$ cat config.mk
export PLATFORM = sky130hd
export DESIGN_NAME = gf8_field_mul
export DESIGN_NICKNAME = d
export VERILOG_FILES = /design/src/rtl/gf8_pkg.sv /design/src/rtl/gf_clmul_school.sv /design/src/rtl/gf_clmul_split.sv /design/src/rtl/gf_reduce.sv /design/src/rtl/gf8_field_mul.sv
export SDC_FILE = /design/constraint.sdc
export NUM_CORES = 1
export LEC_CHECK = 0
export ABC_AREA = 1
export CORE_MARGIN = 2
export CORE_UTILIZATION = 59
export DETAILED_ROUTE_END_ITERATION = 6
export GPL_ROUTABILITY_DRIVEN = 0
export PLACE_DENSITY_LB_ADDON = 0.1
export SLEW_MARGIN = 20
export SYNTH_ARGS = -nofsm -noshare
export SYNTH_HDL_FRONTEND = slang
export SYNTH_SLANG_ARGS = --single-unit
$ cat constraint.sdc
create_clock -name vclk -period 5.3
set_input_delay 0.795 -clock vclk [all_inputs]
set_output_delay 0.795 -clock vclk [all_outputs]
set_load 0.05 [all_outputs]
$ cat src/rtl/gf8_pkg.sv
package gf8_pkg;
   typedef enum logic [0:0] {
      CLMUL_SCHOOL = 1'b0,
      CLMUL_SPLIT  = 1'b1
   } clmul_arch_e;

   localparam int unsigned FIELD_W_DEF = 8;
   localparam logic [8:0]  FIELD_POLY_DEF = 9'h11B;
endpackage

$ cat src/rtl/gf_clmul_school.sv
module gf_clmul_school #(
   parameter int unsigned N = 8
) (
   input  logic [N-1:0]   a_i,
   input  logic [N-1:0]   b_i,
   output logic [2*N-2:0] c_o
);
   localparam int unsigned PW = 2 * N - 1;

   if (N < 1) begin : g_bad_width
      $error("gf_clmul_school: N must be at least 1");
   end

   logic [PW-1:0] row [0:N];
   assign row[0] = '0;

   for (genvar i = 0; i < N; i++) begin : g_row
      logic [PW-1:0] shifted;
      assign shifted  = PW'(a_i) << i;
      assign row[i+1] = row[i] ^ (shifted & {PW{b_i[i]}});
   end

   assign c_o = row[N];

   always_comb begin

      school_lsb_chk: assert (c_o[0] == (a_i[0] & b_i[0]));

      school_msb_chk: assert (c_o[PW-1] == (a_i[N-1] & b_i[N-1]));
   end
endmodule

$ cat src/rtl/gf_clmul_split.sv
module gf_clmul_split #(
   parameter int unsigned N = 8
) (
   input  logic [N-1:0]   a_i,
   input  logic [N-1:0]   b_i,
   output logic [2*N-2:0] c_o
);
   localparam int unsigned PW = 2 * N - 1;
   localparam int unsigned L  = N / 2;
   localparam int unsigned H  = N - L;
   localparam int unsigned LW = (L > 0) ? 2 * L - 1 : 1;
   localparam int unsigned HW = 2 * H - 1;

   if (N < 1) begin : g_bad_width
      $error("gf_clmul_split: N must be at least 1");
   end

   if (N == 1) begin : g_leaf
      assign c_o = a_i & b_i;
   end else begin : g_node
      logic [L-1:0]  a_lo, b_lo;
      logic [H-1:0]  a_hi, b_hi, a_mix, b_mix;
      logic [LW-1:0] p_lo;
      logic [HW-1:0] p_hi, p_mix, p_cross;

      assign a_lo  = a_i[L-1:0];
      assign b_lo  = b_i[L-1:0];
      assign a_hi  = a_i[N-1:L];
      assign b_hi  = b_i[N-1:L];
      assign a_mix = a_hi ^ H'(a_lo);
      assign b_mix = b_hi ^ H'(b_lo);

      gf_clmul_split #(.N(L)) u_lo  (.a_i(a_lo),  .b_i(b_lo),  .c_o(p_lo));
      gf_clmul_split #(.N(H)) u_hi  (.a_i(a_hi),  .b_i(b_hi),  .c_o(p_hi));
      gf_clmul_split #(.N(H)) u_mix (.a_i(a_mix), .b_i(b_mix), .c_o(p_mix));

      assign p_cross = p_mix ^ p_hi ^ HW'(p_lo);
      assign c_o = PW'(p_lo) ^ (PW'(p_hi) << (2 * L)) ^ (PW'(p_cross) << L);

      always_comb begin

         split_lsb_chk: assert (c_o[0] == (a_i[0] & b_i[0]));

         split_msb_chk: assert (c_o[PW-1] == (a_i[N-1] & b_i[N-1]));
      end
   end
endmodule

$ cat src/rtl/gf_reduce.sv
module gf_reduce #(
   parameter int unsigned W    = 8,
   parameter logic [W:0]  POLY = 9'h11B
) (
   input  logic [2*W-2:0] raw_i,
   output logic [W-1:0]   rem_o
);
   localparam int unsigned PW    = 2 * W - 1;
   localparam int unsigned STEPS = W - 1;

   if (W < 2) begin : g_bad_width
      $error("gf_reduce: W must be at least 2");
   end
   if (POLY[W] != 1'b1 || POLY[0] != 1'b1) begin : g_bad_poly
      $error("gf_reduce: POLY needs its top and constant terms set");
   end

   logic [PW-1:0] stage [0:STEPS];
   assign stage[0] = raw_i;

   // walk from the highest product bit down to bit W
   for (genvar k = 0; k < STEPS; k++) begin : g_fold
      localparam int unsigned TOP = PW - 1 - k;
      logic [PW-1:0] fold_mask;
      assign fold_mask  = PW'(POLY) << (TOP - W);
      assign stage[k+1] = stage[k][TOP] ? (stage[k] ^ fold_mask) : stage[k];
   end

   assign rem_o = stage[STEPS][W-1:0];

   always_comb begin

      fold_clear_chk: assert (stage[STEPS][PW-1:W] == '0);

      if (raw_i[PW-1:W] == '0) begin
         pass_through_chk: assert (rem_o == raw_i[W-1:0]);
      end
   end
endmodule

$ cat src/rtl/gf8_field_mul.sv
module gf8_field_mul #(
   parameter int unsigned          W    = gf8_pkg::FIELD_W_DEF,
   parameter logic [W:0]           POLY = gf8_pkg::FIELD_POLY_DEF,
   parameter gf8_pkg::clmul_arch_e ARCH = gf8_pkg::CLMUL_SPLIT
) (
   input  logic [W-1:0]   a_i,
   input  logic [W-1:0]   b_i,
   output logic [W-1:0]   prod_o,
   output logic [W-1:0]   sum_o,
   output logic [2*W-2:0] raw_o
);
   localparam int unsigned PW = 2 * W - 1;

   if (W < 2) begin : g_bad_width
      $error("gf8_field_mul: W must be at least 2");
   end

   logic [PW-1:0] clmul;

   if (ARCH == gf8_pkg::CLMUL_SCHOOL) begin : g_school
      gf_clmul_school #(.N(W)) u_clmul (.a_i(a_i), .b_i(b_i), .c_o(clmul));
   end else begin : g_split
      gf_clmul_split  #(.N(W)) u_clmul (.a_i(a_i), .b_i(b_i), .c_o(clmul));
   end

   gf_reduce #(.W(W), .POLY(POLY)) u_reduce (.raw_i(clmul), .rem_o(prod_o));

   assign raw_o = clmul;
   assign sum_o = a_i ^ b_i;

   always_comb begin

      sum_cancel_chk: assert ((sum_o ^ a_i) == b_i);

      if (b_i == W'(1)) begin
         unit_right_chk: assert (prod_o == a_i);
      end

      if (a_i == W'(1)) begin
         unit_left_chk: assert (prod_o == b_i);
      end

      if (a_i == '0 || b_i == '0) begin
         zero_absorb_chk: assert (prod_o == '0 && raw_o == '0);
      end
   end
endmodule

==> results of run 1 <==
-- routing by layer --
layer  routed length, um  vias to the layer above
li1                    -                     1595
met1                2770                     1277
met2                3110                      135
met3                 495                       12
met4                 158                        0
met5                   0                        -
-- cells in the final DEF (no fill, tap or decap) --
cell,instances
nand2_1,294
nand3_1,61
clkdlybuf4s50_1,47
inv_1,27
nand2_2,26
inv_2,21
nor2_1,10
ha_1,8
nand3_2,6
xnor2_1,6
nand2_4,5
xor2_1,5
nand4_1,4
inv_4,2
nand3b_1,2
o21ai_2,1
o21ai_0,1
nand2_8,1
xor2_2,1
xor2_4,1
-- metrics by stage --
step           instance area, um^2  utilization [%]  total power [mW]
2_1_floorplan                 2260                -             0.587
3_3_place_gp                  2760             75.5             0.784
3_5_place_dp                  2760             75.5             0.793
4_1_cts                       2760             75.5             0.795
5_1_grt                       2760             75.5             0.865
6_report                      2760             75.5             0.799
-- cell type report --
class | instances | area share, %
Inverter | 50 | 6.97
Multi-Input combinational cell | 432 | 73.8
Tap cell | 48 | 2.17
Timing Repair Buffer | 47 | 17.0
-- logic make-up (layout without fill, tap and decap cells) --
logic type      Yosys count  count (layout)
xor+xnor                 13              13
buf+inv                  54              97
simple gates            409             409
fa+ha+maj                 8               8
compound gates            2               2
-- worst min-delay path by stage --
| stage | endpoint | depth (start not counted) |
|---|---|---|
| 2_1_floorplan | sum_o[0] | 1 |
| 4_1_cts | sum_o[0] | 3 |
| 3_5_place_dp | sum_o[0] | 3 |
| 5_1_grt | sum_o[0] | 3 |
| 3_3_place_gp | sum_o[0] | 3 |
| 6_report | sum_o[0] | 3 |
-- power by group through the flow --
stage                     clock (mW)  sequential (mW)  combinational (mW)
after floorplan                    0                0               0.587
after global placement             0                0               0.784
after detailed placement           0                0               0.793
after CTS                          0                0               0.795
after global routing               0                0               0.865
final                              0                0               0.799
-- tightest hold or removal path: stages --
cell             delay [ps]
clkdlybuf4s50_1         510
ha_1                    310
clkdlybuf4s50_1         690
==> results.json, run 1 <==
{
  "outcome": "finished, final reports clean",
  "synth_top_family_by_area": "simple AND/OR/NAND/NOR gates",
  "row_count": 22,
  "synth_common_cells": "nand2_1 (294), nand3_1 (61), inv_1 (27)",
  "grt_pass1_wl_um": 10900,
  "first_pass_iters": 5,
  "endpoint_kind": "output pin",
  "p_switching_uw": 545,
  "busiest_layer": "met2",
  "crit_family": "buffers and inverters",
  "drtIter0Drc": 210,
  "vias": 3019,
  "max_stage_delay_ps": 790,
  "final-seq-area_um2": 0,
  "numPlacedInstances": 577,
  "max_cap_violations": 0,
  "p_int_uw": 254,
  "io_pins": 47,
  "met3_usage_pct": 0.681,
  "ys_warn_count": 0,
  "whs_ps": 3100,
  "drive_gt1_share_pct": 12.1,
  "finalSetupViolations": 0,
  "yosys.area_share.simple_pct": 78.9,
  "post_cts_buffers": 0,
  "wl_per_cell_um": 11.3,
  "cp_slowest_cell": "clkdlybuf4s50_1",
  "die_h_um": 65.9,
  "yosysTopAreaCell": "nand2_1",
  "hold_violations": 0,
  "num-nets-final": 555,
  "setup_slack_ps": 583,
  "seq_power_share_pct": 0,
  "antenna_found_initial": 0,
  "grt_use_met1_pct": 39.1,
  "min_from": "b_i[0]",
  "crit_end": "prod_o[4]",
  "final_cells": 577,
  "netlist.area_leader.share_pct": 48.8,
  "coreArea_um2": 3660,
  "place_ws_ps": 611,
  "switching_share_pct": 68.2,
  "nClkBuffers": 0,
  "synth.area.mux_share_pct": 0,
  "path_cells": "clkdlybuf4s50_1 -> ha_1 -> inv_1 -> nand2_1 -> nand3_1 -> nand2_1 -> nand2_1 -> nand2_2 -> nand2_1 -> nand2_1 -> nand2_1 -> nand2_1 -> nand3_1 -> nand2_1 -> nand2_1 -> nand2_1 -> nand2_1 -> nand2_1 -> clkdlybuf4s50_1",
  "power.density_nw_per_um2": 289,
  "ant_nets": 0,
  "fp.dieArea_um2": 4350,
  "ir_drop_mv": 0.179,
  "power_frac_comb_pct": 100.0,
  "seq_cells": 0,
  "antenna_cells": 0,
  "syn_avg_cell_area_um2": 4.65,
  "hold_path_class": "in -> out",
  "drc": 0,
  "initial_utilization_pct": 61.8,
  "tightest_slew_ps": 517,
  "multi_input_area_um2": 2040,
  "synth-adder-area-share_pct": 4.42,
  "p_leak_nw": 1.68,
  "crit_top_cell": "nand2_1",
  "grtUsageMet2_pct": 56.9,
  "path_class": "in -> out",
  "post_cts_resized": 0,
  "max_freq_ghz": 0.212,
  "grt_overflow": 0,
  "cp-start-kind": "input port",
  "critPathBufInv": 3,
  "worstPathMaxFanout": 7,
  "grt_pass1_vias": 2612,
  "cts_hold_buffers": 0,
  "fillers": 324,
  "portBuffers": 47,
  "ys_types": 20,
  "arrival_ps": 3920,
  "cp.depth": 19,
  "ys_seq_area_share_pct": 0,
  "setup_tns_ps": 0,
  "worstSetupStartpoint": "b_i[3]",
  "synth_compound_area_share_pct": 0.608,
  "viasPerCell": 5.23,
  "grtUsageTotal_pct": 30.7,
  "finalCritPeriodShare_pct": 89.0,
  "syn_nets": 510,
  "grt_max_degree": 9,
  "drt_wl_total_um": 6530,
  "cp.required_ps": 4510,
  "synthTopCellsByArea": "nand2_1 (49%), nand3_1 (13%), nand2_2 (7.2%)",
  "finalMaxSlewViolations": 0,
  "syn_to_final_growth_pct": 22.1,
  "fin_crit_ps": 4720,
  "p_clk_share_pct": 0,
  "relSlewSlack_pct": 65.4,
  "die_x_um": 65.9,
  "yosysMostFrequentCell": "nand2_1",
  "dp_hpwl_um": 5640,
  "synthesis.area_um2": 2260,
  "rsz0062_at_grt": "no",
  "synth_cells": 486,
  "synth-xor-area-share_pct": 6.19
}
(Power assumes the default switching activity.)
==> run 2, diff against run 1 <==
--- a/config.mk
+++ b/config.mk
@@ -7,11 +7,11 @@
 export LEC_CHECK = 0
 export ABC_AREA = 1
 export CORE_MARGIN = 2
-export CORE_UTILIZATION = 59
+export CORE_UTILIZATION = 45
 export DETAILED_ROUTE_END_ITERATION = 6
 export GPL_ROUTABILITY_DRIVEN = 0
 export PLACE_DENSITY_LB_ADDON = 0.1
-export SLEW_MARGIN = 20
+export SLEW_MARGIN = 0
 export SYNTH_ARGS = -nofsm -noshare
 export SYNTH_HDL_FRONTEND = slang
 export SYNTH_SLANG_ARGS = --single-unit
==> results.json, run 2 (same netlist as run 1, synthesis figures left out) <==
{
  "drive_gt1_share_pct": 12.3,
  "power.density_nw_per_um2": 286,
  "fin_crit_ps": 4790,
  "multi_input_area_um2": 2040,
  "fp.dieArea_um2": 5610,
  "power_frac_comb_pct": 100.0,
  "tightest_slew_ps": 509,
  "fillers": 537,
  "portBuffers": 47,
  "seq_power_share_pct": 0,
  "cp.required_ps": 4510,
  "io_pins": 47,
  "die_x_um": 74.9,
  "layout_commonest_cell": "nand2_1",
  "max_freq_ghz": 0.209,
  "numPlacedInstances": 597,
  "hold_violations": 0,
  "final_cell_mix": "nand2_1 (294), nand3_1 (61), clkdlybuf4s50_1 (47)",
  "grt_max_degree": 9,
  "p_clk_share_pct": 0,
  "path_class": "in -> out",
  "post_cts_resized": 0,
  "row_count": 25,
  "outcome": "finished, final reports clean",
  "critPathBufInv": 4,
  "num-nets-final": 556,
  "post_cts_buffers": 0,
  "syn_to_final_growth_pct": 23.5,
  "drt_wl_total_um": 6630,
  "path_cells": "clkdlybuf4s50_1 -> ha_1 -> inv_1 -> nand2_1 -> nand2_1 -> nand3_1 -> nand2_2 -> nand2_1 -> nand2_1 -> inv_2 -> nand3_1 -> nand2_1 -> nand2_1 -> nand2_1 -> nand2_1 -> nand2_1 -> nand2_1 -> nand2_1 -> clkdlybuf4s50_1",
  "grt_overflow": 0,
  "p_switching_uw": 544,
  "antenna_found_initial": 0,
  "cts_hold_buffers": 0,
  "rsz0062_at_grt": "no",
  "final_cells": 597,
  "vias": 2953,
  "finalSetupViolations": 0,
  "hold_path_class": "in -> out",
  "crit_family": "buffers and inverters",
  "finalMaxSlewViolations": 0,
  "arrival_ps": 3990,
  "postLayoutCellArea_um2": 2790,
  "endpoint_kind": "output pin",
  "first_pass_iters": 4,
  "max_cap_violations": 0,
  "cp_slowest_cell": "clkdlybuf4s50_1",
  "relSlewSlack_pct": 66.0,
  "setup_tns_ps": 0,
  "setup_slack_ps": 512,
  "p_int_uw": 254,
  "crit_top_cell": "nand2_1",
  "drtIter0Drc": 107,
  "initial_utilization_pct": 47.3,
  "cp-start-kind": "input port",
  "whs_ps": 3080,
  "coreArea_um2": 4790,
  "placed_area_um2": 2790,
  "ir_drop_mv": 0.246,
  "dp_hpwl_um": 5830,
  "place_ws_ps": 528,
  "viasPerCell": 4.95,
  "drc": 0,
  "grtUsageTotal_pct": 24.7,
  "die_h_um": 74.9,
  "grt_pass1_vias": 2530,
  "grt_pass1_wl_um": 11200,
  "nClkBuffers": 0,
  "antenna_cells": 0,
  "finalCritPeriodShare_pct": 90.3,
  "seq_cells": 0,
  "wl_per_cell_um": 11.1,
  "final-seq-area_um2": 0,
  "max_stage_delay_ps": 800,
  "switching_share_pct": 68.1,
  "p_leak_nw": 1.68,
  "power_uw": 798,
  "ant_nets": 0,
  "postLayoutCoreUtil_pct": 58.4,
  "worstPathMaxFanout": 6
}
## run 2: cell count changes in the layout (fill, tap and decap cells not counted), sizes merged
cell / previous run / this run
buf: 0 / 1
## run 2: power groups by stage
stage / combinational (mW) / clock (mW) / sequential, mW
finish: 0.798 / 0 / 0
global route: 0.873 / 0 / 0
CTS: 0.799 / 0 / 0
detailed placement: 0.798 / 0 / 0
global placement: 0.791 / 0 / 0
floorplan: 0.587 / 0 / 0
## run 2: layer usage
layer,part of all wire (%),track usage (%),up-vias,wire (um)
met3,5.4,0.535,4,361
met2,49,44.8,89,3220
met5,0,0,-,0
li1,-,-,1593,-
met1,45,33.6,1267,3010
met4,0.63,2.58,0,42
## run 2: final cells by class
type / instances / share of cell area (%)
timing repair buffer: 48 / 17.1
multi-input combinational: 432 / 73.0
tap: 67 / 3.00
inverter: 50 / 6.90
## run 2: final timing paths
| check | from | end | slack [ps] | depth (start not counted) |
|---|---|---|---|---|
| worst max-delay path | b_i[0] | prod_o[5] | 510 | 19 |
| worst min-delay path | a_i[5] | sum_o[5] | 3080 | 3 |
